**src/rtl/icap_pkg.sv**
```systemverilog
// Shared definitions for the input capture register pair.
// Assumes an 8-bit read bus with four read locations.
package icap_pkg;
    typedef enum logic [1:0] {
        SEL_STAT = 2'd0,
        SEL_HI   = 2'd1,
        SEL_LO   = 2'd2,
        SEL_NONE = 2'd3
    } icap_sel_e;
endpackage

```
**src/rtl/icap_edge.sv**
```systemverilog
// Synchronizes the capture input and detects one edge of the selected
// polarity. Assumes STAGES >= 2 and an input asynchronous to clk.
module icap_edge #(
    parameter int STAGES = 2
) (
    input  logic clk,
    input  logic rst_n,
    input  logic pin_i,
    input  logic rise_sel_i,
    output logic edge_o
);
    logic [STAGES-1:0] sync_q;
    logic              prev_q;

    for (genvar g = 0; g < STAGES; g++) begin : g_sync
        // Shift the input level through one synchronizer stage.
        always_ff @(posedge clk) begin
            if (!rst_n)      sync_q[g] <= 1'b0;
            else if (g == 0) sync_q[g] <= pin_i;
            else             sync_q[g] <= sync_q[(g == 0) ? 0 : g-1];
        end
    end

    // Hold the previous synchronized level for edge comparison.
    always_ff @(posedge clk) begin
        if (!rst_n) prev_q <= 1'b0;
        else        prev_q <= sync_q[STAGES-1];
    end

    // Report a single-cycle edge of the configured polarity.
    always_comb begin
        if (rise_sel_i) edge_o = sync_q[STAGES-1] & ~prev_q;
        else            edge_o = ~sync_q[STAGES-1] & prev_q;
    end
endmodule

```
**src/rtl/icap_latch.sv**
```systemverilog
// Holds the captured counter value and the coherency lock.
// Assumes at most one of the read-high and read-low strobes is set per cycle.
module icap_latch #(
    parameter int BYTE_W = 8,
    localparam int CNT_W = 2 * BYTE_W
) (
    input  logic             clk,
    input  logic             rst_n,
    input  logic             edge_i,
    input  logic [CNT_W-1:0] cnt_i,
    input  logic             rd_hi_i,
    input  logic             rd_lo_i,
    output logic [CNT_W-1:0] cap_o,
    output logic             lock_o,
    output logic             take_o
);
    logic [CNT_W-1:0] cap_q;
    logic             lock_q;

    // Accept an edge only when unlocked and not during a high-byte read.
    always_comb take_o = edge_i & ~lock_q & ~rd_hi_i;

    // Copy the counter into the capture register on an accepted edge.
    always_ff @(posedge clk) begin
        if (!rst_n)      cap_q <= '0;
        else if (take_o) cap_q <= cnt_i;
    end

    // Set the lock on a high-byte read, release it on a low-byte read.
    always_ff @(posedge clk) begin
        if (!rst_n)       lock_q <= 1'b0;
        else if (rd_hi_i) lock_q <= 1'b1;
        else if (rd_lo_i) lock_q <= 1'b0;
    end

    assign cap_o  = cap_q;
    assign lock_o = lock_q;
endmodule

```
**src/rtl/icap_flag.sv**
```systemverilog
// Capture flag, its status-read arm and the interrupt request.
// Assumes at most one of the status and low-byte strobes is set per cycle.
module icap_flag (
    input  logic clk,
    input  logic rst_n,
    input  logic take_i,
    input  logic rd_stat_i,
    input  logic rd_lo_i,
    input  logic irq_en_i,
    output logic flag_o,
    output logic arm_o,
    output logic irq_o
);
    logic flag_q;
    logic arm_q;

    // Set on capture; clear on an armed low-byte read; a capture wins.
    always_ff @(posedge clk) begin
        if (!rst_n)                flag_q <= 1'b0;
        else if (take_i)           flag_q <= 1'b1;
        else if (rd_lo_i && arm_q) flag_q <= 1'b0;
    end

    // Remember a status read until the next low-byte read consumes it.
    always_ff @(posedge clk) begin
        if (!rst_n)         arm_q <= 1'b0;
        else if (rd_stat_i) arm_q <= 1'b1;
        else if (rd_lo_i)   arm_q <= 1'b0;
    end

    // Gate the flag with the interrupt enable.
    always_comb irq_o = flag_q & irq_en_i;

    assign flag_o = flag_q;
    assign arm_o  = arm_q;
endmodule

```
**src/rtl/icap_pair.sv**
```systemverilog
// Top of the input capture register pair: read decode, read mux and
// the three sub-blocks. Assumes the read bus presents one access per strobe.
module icap_pair #(
    parameter int BYTE_W = 8,
    parameter int STAGES = 2,
    localparam int CNT_W = 2 * BYTE_W
) (
    input  logic              clk,
    input  logic              rst_n,
    input  logic [CNT_W-1:0]  cnt_i,
    input  logic              cap_pin_i,
    input  logic              edge_rise_i,
    input  logic              irq_en_i,
    input  logic              rd_stb_i,
    input  logic [1:0]        rd_sel_i,
    output logic [BYTE_W-1:0] rd_data_o,
    output logic              flag_o,
    output logic              irq_o
);
    import icap_pkg::*;

    icap_sel_e        sel;
    logic             rd_stat, rd_hi, rd_lo;
    logic             edge_det, take, lock_q, arm_q;
    logic [CNT_W-1:0] cap_q;

    // Decode the read location into single-purpose strobes.
    always_comb begin
        sel     = icap_sel_e'(rd_sel_i);
        rd_stat = rd_stb_i && (sel == SEL_STAT);
        rd_hi   = rd_stb_i && (sel == SEL_HI);
        rd_lo   = rd_stb_i && (sel == SEL_LO);
    end

    icap_edge #(.STAGES(STAGES)) u_edge (
        .clk        (clk),
        .rst_n      (rst_n),
        .pin_i      (cap_pin_i),
        .rise_sel_i (edge_rise_i),
        .edge_o     (edge_det)
    );

    icap_latch #(.BYTE_W(BYTE_W)) u_latch (
        .clk     (clk),
        .rst_n   (rst_n),
        .edge_i  (edge_det),
        .cnt_i   (cnt_i),
        .rd_hi_i (rd_hi),
        .rd_lo_i (rd_lo),
        .cap_o   (cap_q),
        .lock_o  (lock_q),
        .take_o  (take)
    );

    icap_flag u_flag (
        .clk       (clk),
        .rst_n     (rst_n),
        .take_i    (take),
        .rd_stat_i (rd_stat),
        .rd_lo_i   (rd_lo),
        .irq_en_i  (irq_en_i),
        .flag_o    (flag_o),
        .arm_o     (arm_q),
        .irq_o     (irq_o)
    );

    // Select the byte presented on the read bus.
    always_comb begin
        case (sel)
            SEL_STAT: rd_data_o = {flag_o, {(BYTE_W-1){1'b0}}};
            SEL_HI:   rd_data_o = cap_q[CNT_W-1:BYTE_W];
            SEL_LO:   rd_data_o = cap_q[BYTE_W-1:0];
            default:  rd_data_o = '0;
        endcase
    end
endmodule

```
**config.mk**
```make
export PLATFORM = sky130hd
export DESIGN_NAME = icap_pair
export DESIGN_NICKNAME = d
export VERILOG_FILES = /design/src/rtl/icap_pkg.sv /design/src/rtl/icap_edge.sv /design/src/rtl/icap_latch.sv /design/src/rtl/icap_flag.sv /design/src/rtl/icap_pair.sv
export SDC_FILE = /design/constraint.sdc
export NUM_CORES = 1
export LEC_CHECK = 0
export BUFFER_PORTS_ARGS = -buffer_cell sky130_fd_sc_hd__buf_2
export CAP_MARGIN = 20
export CORE_ASPECT_RATIO = 0.8
export CORE_UTILIZATION = 30
export CTS_BUF_LIST = sky130_fd_sc_hd__clkbuf_4 sky130_fd_sc_hd__clkbuf_8
export CTS_CLUSTER_SIZE = 14
export DETAILED_ROUTE_END_ITERATION = 7
export MAX_ROUTING_LAYER = met4
export PLACE_DENSITY = 0.5
export SLEW_MARGIN = 25
export SYNTH_ARGS = -nofsm -noshare
export SYNTH_HDL_FRONTEND = slang
export SYNTH_SLANG_ARGS = --single-unit
```
**constraint.sdc**
```tcl
create_clock -name clk -period 1.8 [get_ports clk]
set_clock_uncertainty 0.2 [all_clocks]
set_input_delay 0.36 -clock clk [delete_from_list [all_inputs] [get_ports clk]]
set_output_delay 0.36 -clock clk [all_outputs]
set_load 0.01 [all_outputs]
```
== After elaboration in Yosys (flattened, before gate mapping) ==
Index checks and enable logic that the tools add are counted.

* Bits in registers: 22
* Input bits: 24
* Output and inout port bits: 10
* Word-level logic and storage cells: 33

* Equality and inequality tests: 2
* Multiplexer cells: 7
* Bitwise logic cells: 9
* Reduce and logical (&&, ||, !) cells: 8

{| class="wikitable"
|+ Operator list
! cell !! count
|-
| one-hot mux 8 bit (3 select lines) || 1
|-
| 2-to-1 mux 1 bit || 6
|-
| nonzero test 2 bit || 3
|-
| AND 1 bit || 5
|-
| logical AND 1 bit || 4
|-
| inverter 1 bit || 4
|-
| equality test 2 x 1 -> 1 bit (second input constant) || 1
|-
| equality test 2 bit (second input constant) || 1
|-
| logical NOT 2 bit || 1
|}

== Longest topological paths before layout ==
Gate-level depths: netlist of run 1.

* Depth after elaboration: 6
* Gate-level depth with buffers: 6
* Depth with buffers taken out: 3

== By module ==
Synthesis of run 1 repeated with hierarchy kept, for this count alone.

* Cells, all modules: 107
* Area, all modules: 1009.7 µm²

{| class="wikitable"
|+ By module, submodules not included
! module !! times used !! cells an instance !! area an instance (µm²) !! sequential area each (µm²)
|-
| icap_latch || 1 || 74 || 700.7 || 340.3
|-
| icap_pair || 1 || 16 || 131.4 || 0.0
|-
| icap_edge || 1 || 9 || 102.6 || 60.1
|-
| icap_flag || 1 || 8 || 75.1 || 40.0
|}

== Worst setup path after synthesis of run 1 ==
OpenSTA, ideal clock, no wires.

* Path type: input -> register
* Start: input edge_rise_i
* End: register u_latch.cap_q[10], in the netlist u_latch.cap_o[10]
* Library setup time: 0.072 ns
* Data arrival time: 1.438 ns
* Data required time: 1.528 ns
* Slack: 0.091 ns
* Stages: 5
* Path buffers: 2
* Path through: or3b_1 -> a221oi_2 -> buf_6 -> buf_12 -> mux2i_1

* Word-level cells in the longest chain between the ends: 3

{| class="wikitable"
|+ RTL lines
! item !! RTL line !! RTL
|-
| from (decl) || icap_pair.sv:12 || <nowiki>input logic edge_rise_i,</nowiki>
|-
| 2-to-1 mux 1 bit || icap_edge.sv:32 || <nowiki>if (rise_sel_i) edge_o = sync_q[STAGES-1] & ~prev_q;</nowiki>
|-
| AND 1 bit (2 in a row) || icap_latch.sv:21 || <nowiki>always_comb take_o = edge_i & ~lock_q & ~rd_hi_i;</nowiki>
|-
| to (signal assigned) || icap_latch.sv:26 || <nowiki>else if (take_o) cap_q <= cnt_i;</nowiki>
|-
| to (decl) || icap_latch.sv:17 || <nowiki>logic [CNT_W-1:0] cap_q;</nowiki>
|}

No other way between the ends.
A chain may end at the register's enable or synchronous reset.

== Final worst setup path of run 1 ==
* Start: input rd_sel_i[1]
* End: output rd_data_o[3]

* Word-level cells in the longest chain between the ends: 2
* Elaborated cells on any way between the ends: 4
* Those cells by class: eq/ne (2); mux (1); reduce/logical (1)

{| class="wikitable"
|+ RTL lines
! item !! RTL line !! RTL
|-
| from (decl) || icap_pair.sv:15 || <nowiki>input logic [1:0] rd_sel_i,</nowiki>
|-
| equality test 2 bit (tied with other cells) || icap_pair.sv:69 || <nowiki>case (sel)</nowiki>
|-
| one-hot mux 8 bit (3 select lines) (*) || icap_pair.sv:69 ||
|-
| to (decl) || icap_pair.sv:16 || <nowiki>output logic [BYTE_W-1:0] rd_data_o,</nowiki>
|}

Every way passes the cells marked *; elsewhere a longest branch is shown, timed or not.

==> results.txt, run 1 <==
DRT Pass-1 Iters = 3
Commonest cells in the netlist = nand2_1 (34), dfxtp_1 (22), mux2i_1 (17)
Worst Max-Slew Pin Slew = 295 ps
Buf+Inv Stages, Crit Path = 4
Deepest clock path buffer count = 2
Achievable Freq = 0.569 GHz
Hold Fails Final Rpt = 0
Routed Antenna Nets = 0
Final core occ = 41.5%
Routed vias/inst = 4.61
Yosys warnings = 0
Syn Area/Cell = 9.19 sq um
Adder-cell area share of the yosys netlist = 0%
Synth Area in Compound Gates = 11.8%
Fraction of registers with async set/reset = 0%
Max incr delay on CP = 180 ps
Final WS setup = 41.1 ps
Status = finished, final reports clean
Starting Density = 31.6%
R2r setup slk = 100 ps
XOR/XNOR share of the synthesized area = 0%
Syn nets = 131
Critical Path RT = 1240 ps
Final setup fails = 0
Layout cells sized above 1 = 32.6%
Max-slew violations = 0
Vias in the first global route = 803
Number of buffers created by CTS = 3
GP Congestion = 0.693
Dpl ws = -334 ps
Wirelength per Cell = 11.9 um
# rows = 18
IO Port Bufs = 33
Largest net degree at the start of global routing = 39
Static Leak = 0.568 nW
Critical path's slowest cell = a22o_1
Yosys cell types = 20
Syn Inst Count = 107
DP HPWL = 1.44 mm
Die area = 0.00351 sq mm
First-pass GRT wire length = 3.44 mm
Total global-route track usage = 13.6%
Die Span Y = 53.2 um
Vias = 834
Post-cts hold buffer count = 0
Min-Delay Path Class = in2reg
Clock root cell = clkbuf_8
Multiplexer share of the synthesized area = 17.3%
Num ports = 34
Unrepaired setup endpoints after global routing = false
Tmin final = 1760 ps
Clk slew on worst S/H paths = 70 ps
Synth top area share = 44.8%
Tcrit/Tclk final = 97.7%
Mapped Area = 983 sq um
DR iter-0 viols = 21
Seq cells post-synth = 22
Width of the die = 66.0 um
Core Region = 0.00311 sq mm
Number of synthesized flops with an enable pin = 0
Yosys top cell by area = dfxtp_1
Most used cell, CP = buf_2
Initial antenna violation count = 0
Crit path capture type = output port
Largest family of logic cells by synthesized area = simple AND/OR/NAND/NOR gates
Arrival time worst endpoint = 1200 ps
Worst vdd ir = 0.460 mV
Slew HR = 80.3%
Cell with the most instances after synthesis = nand2_1
Worst Setup Start Kind = input port
NumNets Final = 167
Critical path, cell by cell = buf_2, buf_4, nor2b_4, buf_6, a22o_1, buf_2
CP max FO = 5
Sequential area share after synthesis = 44.8%
Total grt overflow = 0
Synth area leaders = dfxtp_1 (45%), mux2i_1 (17%), nand2_1 (13%)
Ys flop type = dfxtp_1
H-tree Lvls = 1
Setup CP Type = in2out
DRC Markers = 0
Ant diodes = 0
Area delta synth->final = 31.3%
Max Cap Viol = 0
Family with the most delay on the worst path = buffers and inverters
Routed Wire Length = 2.16 mm
Clock insertion delay at the later pin of the skew report = 250 ps
CTS sink cnt = 22
Power Dens Cells = 723 mW/mm^2
Post-Synth Simple-Gate Area = 19.7%
TritonCTS clock tree = yes
-- kinds of logic after synthesis --
family / after synthesis
compound gates: 14
simple gates: 44
mux: 17
buf+inv: 10
flops: 22
-- through the flow --
step                      hold WS [ps]  TNS, ps  cells  cell area (sq um)  power (W)
after floorplan                    212        0    107                983   0.000588
after global placement             214    -5230    177               1220   0.000639
after detailed placement           224    -5860    177               1220   0.000642
after CTS                          101    -4.79    180               1270   0.000941
after global routing               105        0    181               1290   0.000983
final                              105        0    181               1290   0.000934
-- worst paths after layout --
check | startpoint | cells after the start | to
hold reg to reg | u_edge.sync_q[0] | 1 | u_edge.sync_q[1]
setup / recovery | rd_sel_i[1] | 6 | rd_data_o[3]
setup reg to reg | u_edge.sync_q[1] | 4 | u_latch.cap_o[9]
hold / removal | cap_pin_i | 2 | u_edge.sync_q[0]
-- where the power goes --
part | switching, W | internal, W | total, W
clock | 0.000145 | 0.000149 | 0.000294
sequential | 0.0000100 | 0.000503 | 0.000513
combinational | 0.0000609 | 0.0000648 | 0.000126
total | 0.000216 | 0.000717 | 0.000934
-- sequential cells by signal, summed over array words and instances, names as in the netlist --
name,count
u_flag.arm_o,1
u_latch.cap_o,16
u_flag.flag_o,1
u_edge.sync_q,2
u_edge.prev_q,1
u_latch.lock_o,1
-- final cells by class --
| cell class | count | area, sq um |
|---|---|---|
| clock buffer | 3 | 41.3 |
| fill | 317 | 1820 |
| inverter | 2 | 7.51 |
| multi-input combinational | 75 | 509 |
| sequential | 22 | 440 |
| tap | 40 | 50.0 |
| timing repair buffer | 39 | 243 |
-- per-layer routing --
metal  track usage (%)  vias to the layer above  part of all wire [%]
met5                 -                        -                     0
met4              3.19                        0                  0.51
met3              3.88                        2                   5.2
met2              23.3                       26                    46
met1              15.9                      378                    49
li1                  -                      428                     -
-- worst register-to-register path, cell delays in order, from the launching register on --
cell and delay (ps):
dfxtp_1 320, or3b_4 400, a221oi_4 290, buf_12 210, mux2i_1 200
-- timing repair --
action | 4_1_cts | 5_1_grt
gates resized for setup | 2 | 7
setup buffers | 0 | 0
cloned | 0 | 1
setup endpoints to repair | 7 | 9
-- cells in the final DEF, fill, tap and decap left out --
cell type,count
nand3b_1,1
o22ai_1,1
a22o_1,7
buf_2,33
a31oi_1,1
a21oi_1,1
nand2_1,34
or3b_4,1
buf_6,2
dfxtp_1,22
buf_12,2
inv_1,2
mux2i_1,17
nor2b_4,2
o21ai_1,1
o211a_1,1
clkbuf_8,3
buf_4,2
nor2b_1,1
a221oi_4,1
o21a_1,1
and2_1,5
Note: power is estimated with default switching activity, not from simulation.
==> run 2: changes to the inputs <==
--- a/config.mk
+++ b/config.mk
@@ -14,6 +14,7 @@
 export DETAILED_ROUTE_END_ITERATION = 7
 export MAX_ROUTING_LAYER = met4
 export PLACE_DENSITY = 0.5
+export REMOVE_ABC_BUFFERS = 1
 export SLEW_MARGIN = 25
 export SYNTH_ARGS = -nofsm -noshare
 export SYNTH_HDL_FRONTEND = slang
==> run 2 against run 1 <==
Core utilization increased by 1.9 points. Cell count increased by 1.7%. Hold slack got worse by 3.8 ps. Die area unchanged. Sequential power about the same. Sequential share of layout area decreased by 1.5 points. Clock power about the same. Highest routed layer unchanged.
==> results.txt, run 2 (same netlist as run 1, synthesis figures left out) <==
Status = finished, final reports clean
Number of buffers created by CTS = 3 (unchanged)
# fillers = 319 (+0.63%)
Deepest clock path buffer count = 2 (unchanged)
DRC Markers = 0 (unchanged)
H-tree Lvls = 1 (unchanged)
IO Port Bufs = 33 (unchanged)
TritonCTS clock tree = yes
Critical Path RT = 1790 ps (+550 ps)
Power Dens Cells = 700 mW/mm^2 (-3.2%)
Die Span Y = 53.2 um (unchanged)
Unrepaired setup endpoints after global routing = false
DRT Pass-1 Iters = 4 (+1)
Core Region = 0.00311 sq mm (unchanged)
Routed Wire Length = 2.22 mm (+3.2%)
Clock insertion delay at the later pin of the skew report = 260 ps (about the same)
Worst Max-Slew Pin Slew = 300 ps (+5.11 ps)
Dpl ws = -291 ps (+43.1 ps)
Crit path capture type = flip-flop
Num ports = 34 (unchanged)
Max-slew violations = 0 (unchanged)
Setup TNS Final = 0 ps (unchanged)
Clk slew on worst S/H paths = 70 ps (about the same)
Wirelength per Cell = 12.1 um (+1.5%)
CTS sink cnt = 22 (unchanged)
Static Leak = 0.593 nW (+4.5%)
Tmin final = 1750 ps (-5.06 ps)
Vias = 853 (+2.3%)
Multi-input logic area = 507 sq um (-0.49%)
Post-Place Cells = 178 (+0.56%)
Setup CP Type = reg2reg
Initial antenna violation count = 0 (unchanged)
DP HPWL = 1.50 mm (+4.1%)
Starting Density = 31.6% (unchanged)
NumNets Final = 170 (+1.8%)
Final WS setup = 46.2 ps (+5.06 ps)
Min-Delay Path Class = in2reg
Slew HR = 79.9% (-0.34 points)
GP Congestion = 0.733 (+5.8%)
Total grt overflow = 0 (unchanged)
Tcrit/Tclk final = 97.4% (-0.28 points)
Arrival time worst endpoint = 1740 ps (+540 ps)
Max FFs per register = 16 (unchanged)
Worst Setup Start Kind = flip-flop
Vias in the first global route = 788 (-1.9%)
Die area = 0.00351 sq mm (unchanged)
# rows = 18 (unchanged)
Achievable Freq = 0.570 GHz (+0.29%)
Final setup fails = 0 (unchanged)
R2R Path Start = u_edge.sync_q[1]
Hold Startpoint = cap_pin_i
Routed Antenna Nets = 0 (unchanged)
Hold Fails Final Rpt = 0 (unchanged)
DR iter-0 viols = 39 (+86%)
Register area = 440 sq um (unchanged)
Largest net degree at the start of global routing = 39 (unchanged)
First-pass GRT wire length = 3.35 mm (-2.4%)
CP max FO = 8 (+3)
Worst Setup SP = u_edge.sync_q[1]
Width of the die = 66.0 um (unchanged)
Max Cap Viol = 0 (unchanged)
Area delta synth->final = 37.3%
Final core occ = 43.4% (+1.9 points)
Ant diodes = 0 (unchanged)
Worst vdd ir = 0.392 mV (-15%)
Commonest non-fill, non-tap cell in the layout = nand2_1
Total global-route track usage = 13.6% (-0.041 points)
Post-cts hold buffer count = 0 (unchanged)
Commonest cells after routing, fill and taps aside = nand2_1 (34), buf_2 (33), dfxtp_1 (22)
Clock root cell = clkbuf_8
Routed vias/inst = 4.64 (+0.61%)
Finished Layout Cells = 184 (+1.7%)
Total Power = 0.000945 W (+1.2%)
Layout cells sized above 1 = 33.3% (+0.71 points)
-- run 2: area by class of cell --
| class | count | area share, % |
|---|---|---|
| Multi-Input combinational cell | 75 | 37.5 |
| Sequential cell | 22 | 32.6 |
| Timing Repair Buffer | 42 | 22.5 |
| Tap cell | 40 | 3.71 |
| Clock buffer | 3 | 3.06 |
| Inverter | 2 | 0.556 |
-- run 2: critical path: stages (launching register included) --
cell and delay, ps:
dfxtp_1 320, or3b_1 420, a221oi_4 240, buf_6 160, clkbuf_16 160, mux2i_1 180
-- run 2: final timing paths --
path / depth (start not counted) / slack (ps) / to
worst max register to register: 5 / 50 / u_latch.cap_o[9]
worst min-delay path: 2 / 100 / u_edge.sync_q[0]
worst min register to register: 1 / 240 / u_edge.sync_q[1]
worst max-delay path: 5 / 50 / u_latch.cap_o[9]
-- run 2: timing repair --
| item | CTS | global route |
|---|---|---|
| gates cloned | 0 | 2 |
| setup endpoints to repair | 7 | 12 |
| pin swaps | 0 | 1 |
| gates resized for setup | 2 | 5 |
| setup buffers | 0 | 1 |
-- run 2: through the flow --
stage	hold WS [ps]	cell area (sq um)
finish	101	1350
CTS	95.5	1270
global placement	216	1220
floorplan	212	928
detailed placement	224	1220
global route	110	1350
-- run 2: report_power, final --
group	switching, W	leakage [nW]	internal [W]	total, W
clock	0.000147	0.0216	0.000149	0.000296
sequential	0.00000970	0.179	0.000503	0.000513
combinational	0.0000618	0.393	0.0000732	0.000135
total	0.000219	0.593	0.000726	0.000945
-- run 2: routing by layer --
layer / global-route usage, % / part of all wire [%] / up-vias
met1: 14.6 / 48 / 380
met4: 3.19 / 0.45 / 0
li1: - / - / 437
met5: - / 0 / -
met3: 4.53 / 7.6 / 3
met2: 24.3 / 44 / 33
==> run 3: changes to the inputs <==
--- a/config.mk
+++ b/config.mk
@@ -7,13 +7,14 @@
 export LEC_CHECK = 0
 export BUFFER_PORTS_ARGS = -buffer_cell sky130_fd_sc_hd__buf_2
 export CAP_MARGIN = 20
+export CELL_PAD_IN_SITES_DETAIL_PLACEMENT = 0
+export CELL_PAD_IN_SITES_GLOBAL_PLACEMENT = 1
 export CORE_ASPECT_RATIO = 0.8
 export CORE_UTILIZATION = 30
 export CTS_BUF_LIST = sky130_fd_sc_hd__clkbuf_4 sky130_fd_sc_hd__clkbuf_8
-export CTS_CLUSTER_SIZE = 14
 export DETAILED_ROUTE_END_ITERATION = 7
 export MAX_ROUTING_LAYER = met4
-export PLACE_DENSITY = 0.5
+export PLACE_DENSITY = 0.66
 export REMOVE_ABC_BUFFERS = 1
 export SLEW_MARGIN = 25
 export SYNTH_ARGS = -nofsm -noshare
==> run 3 against run 2 <==
Sequential share of layout area decreased by 0.56 points. Critical path depth unchanged. Hold slack worse by 5.7 ps. First-iteration DRC count is 64% lower. Register-to-register slack about the same. Count of clock-buffer cells in the layout grew 1. Power up 6.7%. Die area is the same. Global-route usage grew 0.76 points. Combinational power up 3%.
==> results.txt, run 3 (same netlist as run 1, synthesis figures left out) <==
Deepest clock path buffer count = 2 (unchanged)
Sw power = 0.000236 W (+7.7%)
Int Power = 0.000773 W (+6.5%)
Register area = 440 sq um (unchanged)
Final hold slack = 95.8 ps (-5.69 ps)
Max FFs per register = 16 (unchanged)
Clk slew on worst S/H paths = 80 ps (about the same)
Clock power share = 35.3% (+3.9 points)
Total global-route track usage = 14.3% (+0.76 points)
Max-slew violations = 0 (unchanged)
Number of buffers created by CTS = 3 (unchanged)
Starting Density = 31.6% (unchanged)
Post-cts hold buffer count = 0 (unchanged)
Setup CP Type = reg2reg
Ant diodes = 0 (unchanged)
Achievable Freq = 0.570 GHz (about the same)
Slew HR = 79.0% (-0.91 points)
Max Cap Viol = 0 (unchanged)
Critical path's slowest cell = or3b_4
Clock insertion delay at the later pin of the skew report = 260 ps (about the same)
Layout cells sized above 1 = 34.9% (+1.6 points)
Arrival time worst endpoint = 1750 ps (about the same)
Combinational Power Share = 13.7% (-0.6 points)
Clock root cell = clkbuf_8
Vias in the first global route = 877 (+11%)
Commonest cells after routing, fill and taps aside = nand2_1 (34), buf_2 (33), dfxtp_1 (22)
# rows = 18 (unchanged)
# fillers = 322 (+0.94%)
Hold Fails Final Rpt = 0 (unchanged)
DRT Pass-1 Iters = 3 (-1)
Crit path capture type = flip-flop
CTS sink cnt = 22 (unchanged)
Routed Wire Length = 2.38 mm (+7.2%)
Status = finished, final reports clean
Die area = 0.00351 sq mm (unchanged)
Routed Antenna Nets = 0 (unchanged)
Worst Setup Start Kind = flip-flop
Wirelength per Cell = 12.8 um (+6.0%)
CP max FO = 8 (unchanged)
Worst Max-Slew Pin Slew = 315 ps (+14.3 ps)
Routed vias/inst = 4.62 (-0.38%)
Max incr delay on CP = 400 ps (-20 ps)
Switching Fraction = 23.4% (+0.20 points)
Critical Path RT = 1800 ps (about the same)
Power Dens Cells = 734 mW/mm^2 (+4.9%)
H-tree Lvls = 1 (unchanged)
Width of the die = 66.0 um (unchanged)
Worst vdd ir = 0.418 mV (+6.7%)
Buf+Inv Stages, Crit Path = 2 (unchanged)
Family with the most delay on the worst path = simple AND/OR/NAND/NOR gates
Critical path, cell by cell = or3b_4, a221oi_4, buf_6, clkbuf_16, mux2i_1
Vias = 859 (+0.70%)
Min-Delay Path Class = in2reg
Core Region = 0.00311 sq mm (unchanged)
DP HPWL = 1.57 mm (+4.5%)
DRC Markers = 0 (unchanged)
Setup TNS Final = 0 ps (unchanged)
First-pass GRT wire length = 3.60 mm (+7.4%)
Final setup fails = 0 (unchanged)
Initial antenna violation count = 0 (unchanged)
Num ports = 34 (unchanged)
NumNets Final = 171 (+0.59%)
Die Span Y = 53.2 um (unchanged)
DR iter-0 viols = 14 (-64%)
Largest net degree at the start of global routing = 23 (-41%)
Area delta synth->final = 39.7%
Multi-input logic area = 509 sq um (+0.49%)
Tmin final = 1750 ps (-0.772 ps)
Commonest non-fill, non-tap cell in the layout = nand2_1
GP Congestion = 0.697 (-5.0%)
Final core occ = 44.2% (+0.76 points)
Total grt overflow = 0 (unchanged)
IO Port Bufs = 33 (unchanged)
Tcrit/Tclk final = 97.4% (about the same)
Sequential Power Share = 50.9% (-3.4 points)
Static Leak = 0.608 nW (+2.5%)
TritonCTS clock tree = yes
run 3: cell types whose count changed in the layout (fill, tap and decap cells not counted):
cell,delta
or3b_4,+1
or3b_1,-1
clkbuf_8,+1
buf_4,+1
run 3: cell type report:
class,instances,area share [%]
multi-input cells,75,37.1
flip-flops and latches,22,32.1
repair buffers,43,22.7
clock buffers,4,4.01
well taps,40,3.64
inverters,2,0.546
run 3: timing repair:
| action | 4_1_cts | 5_1_grt |
|---|---|---|
| resized for setup | 2 | 8 |
| gates cloned | 0 | 3 |
| pin swaps | 0 | 1 |
| setup buffers | 0 | 2 |
| endpoints found under the setup margin | 7 | 13 |
run 3: final timing paths:
| check | slack, ps | to | depth (start not counted) | startpoint |
|---|---|---|---|---|
| worst max-delay path | 50 | u_latch.cap_o[15] | 5 | u_edge.sync_q[1] |
| worst min-delay path | 100 | u_edge.sync_q[0] | 2 | cap_pin_i |
| worst max register to register | 50 | u_latch.cap_o[15] | 5 | u_edge.sync_q[1] |
| worst min register to register | 240 | u_edge.sync_q[1] | 1 | u_edge.sync_q[0] |
run 3: worst register-to-register path, delay by kind of cell (launching register included):
family	cells	cell delay, ps
AND/OR/NAND/NOR	1	400
flip-flops	1	330
buffers and inverters	2	320
AO/OA/AOI/OAI	1	260
multiplexers	1	180
run 3: per-stage QoR:
stage	instance area, sq um	instances	power [W]	setup slack [ps]
after global routing	1370	186	0.00105	-6.08
after detailed placement	1220	177	0.000644	-294
after global placement	1220	177	0.000638	-290
after CTS	1280	181	0.00100	7.68
after floorplan	928	99	0.000572	-557
final	1370	186	0.00101	46.9
run 3: per-layer routing:
metal / up-vias / GRT usage, % / wire, um
met2: 25 / 25.3 / 1090
met1: 392 / 15.9 / 1130
met3: 5 / 3.88 / 139
met4: 0 / 4.26 / 22
li1: 437 / - / -
met5: - / - / 0
run 3: power groups by stage:
stage / Sequential [W] / Combinational (W) / Clock [W]
2_1_floorplan: 0.000522 / 0.0000495 / 0
3_3_place_gp: 0.000524 / 0.000115 / 0
3_5_place_dp: 0.000525 / 0.000119 / 0
4_1_cts: 0.000513 / 0.000121 / 0.000368
5_1_grt: 0.000516 / 0.000152 / 0.000386
6_report: 0.000513 / 0.000139 / 0.000356
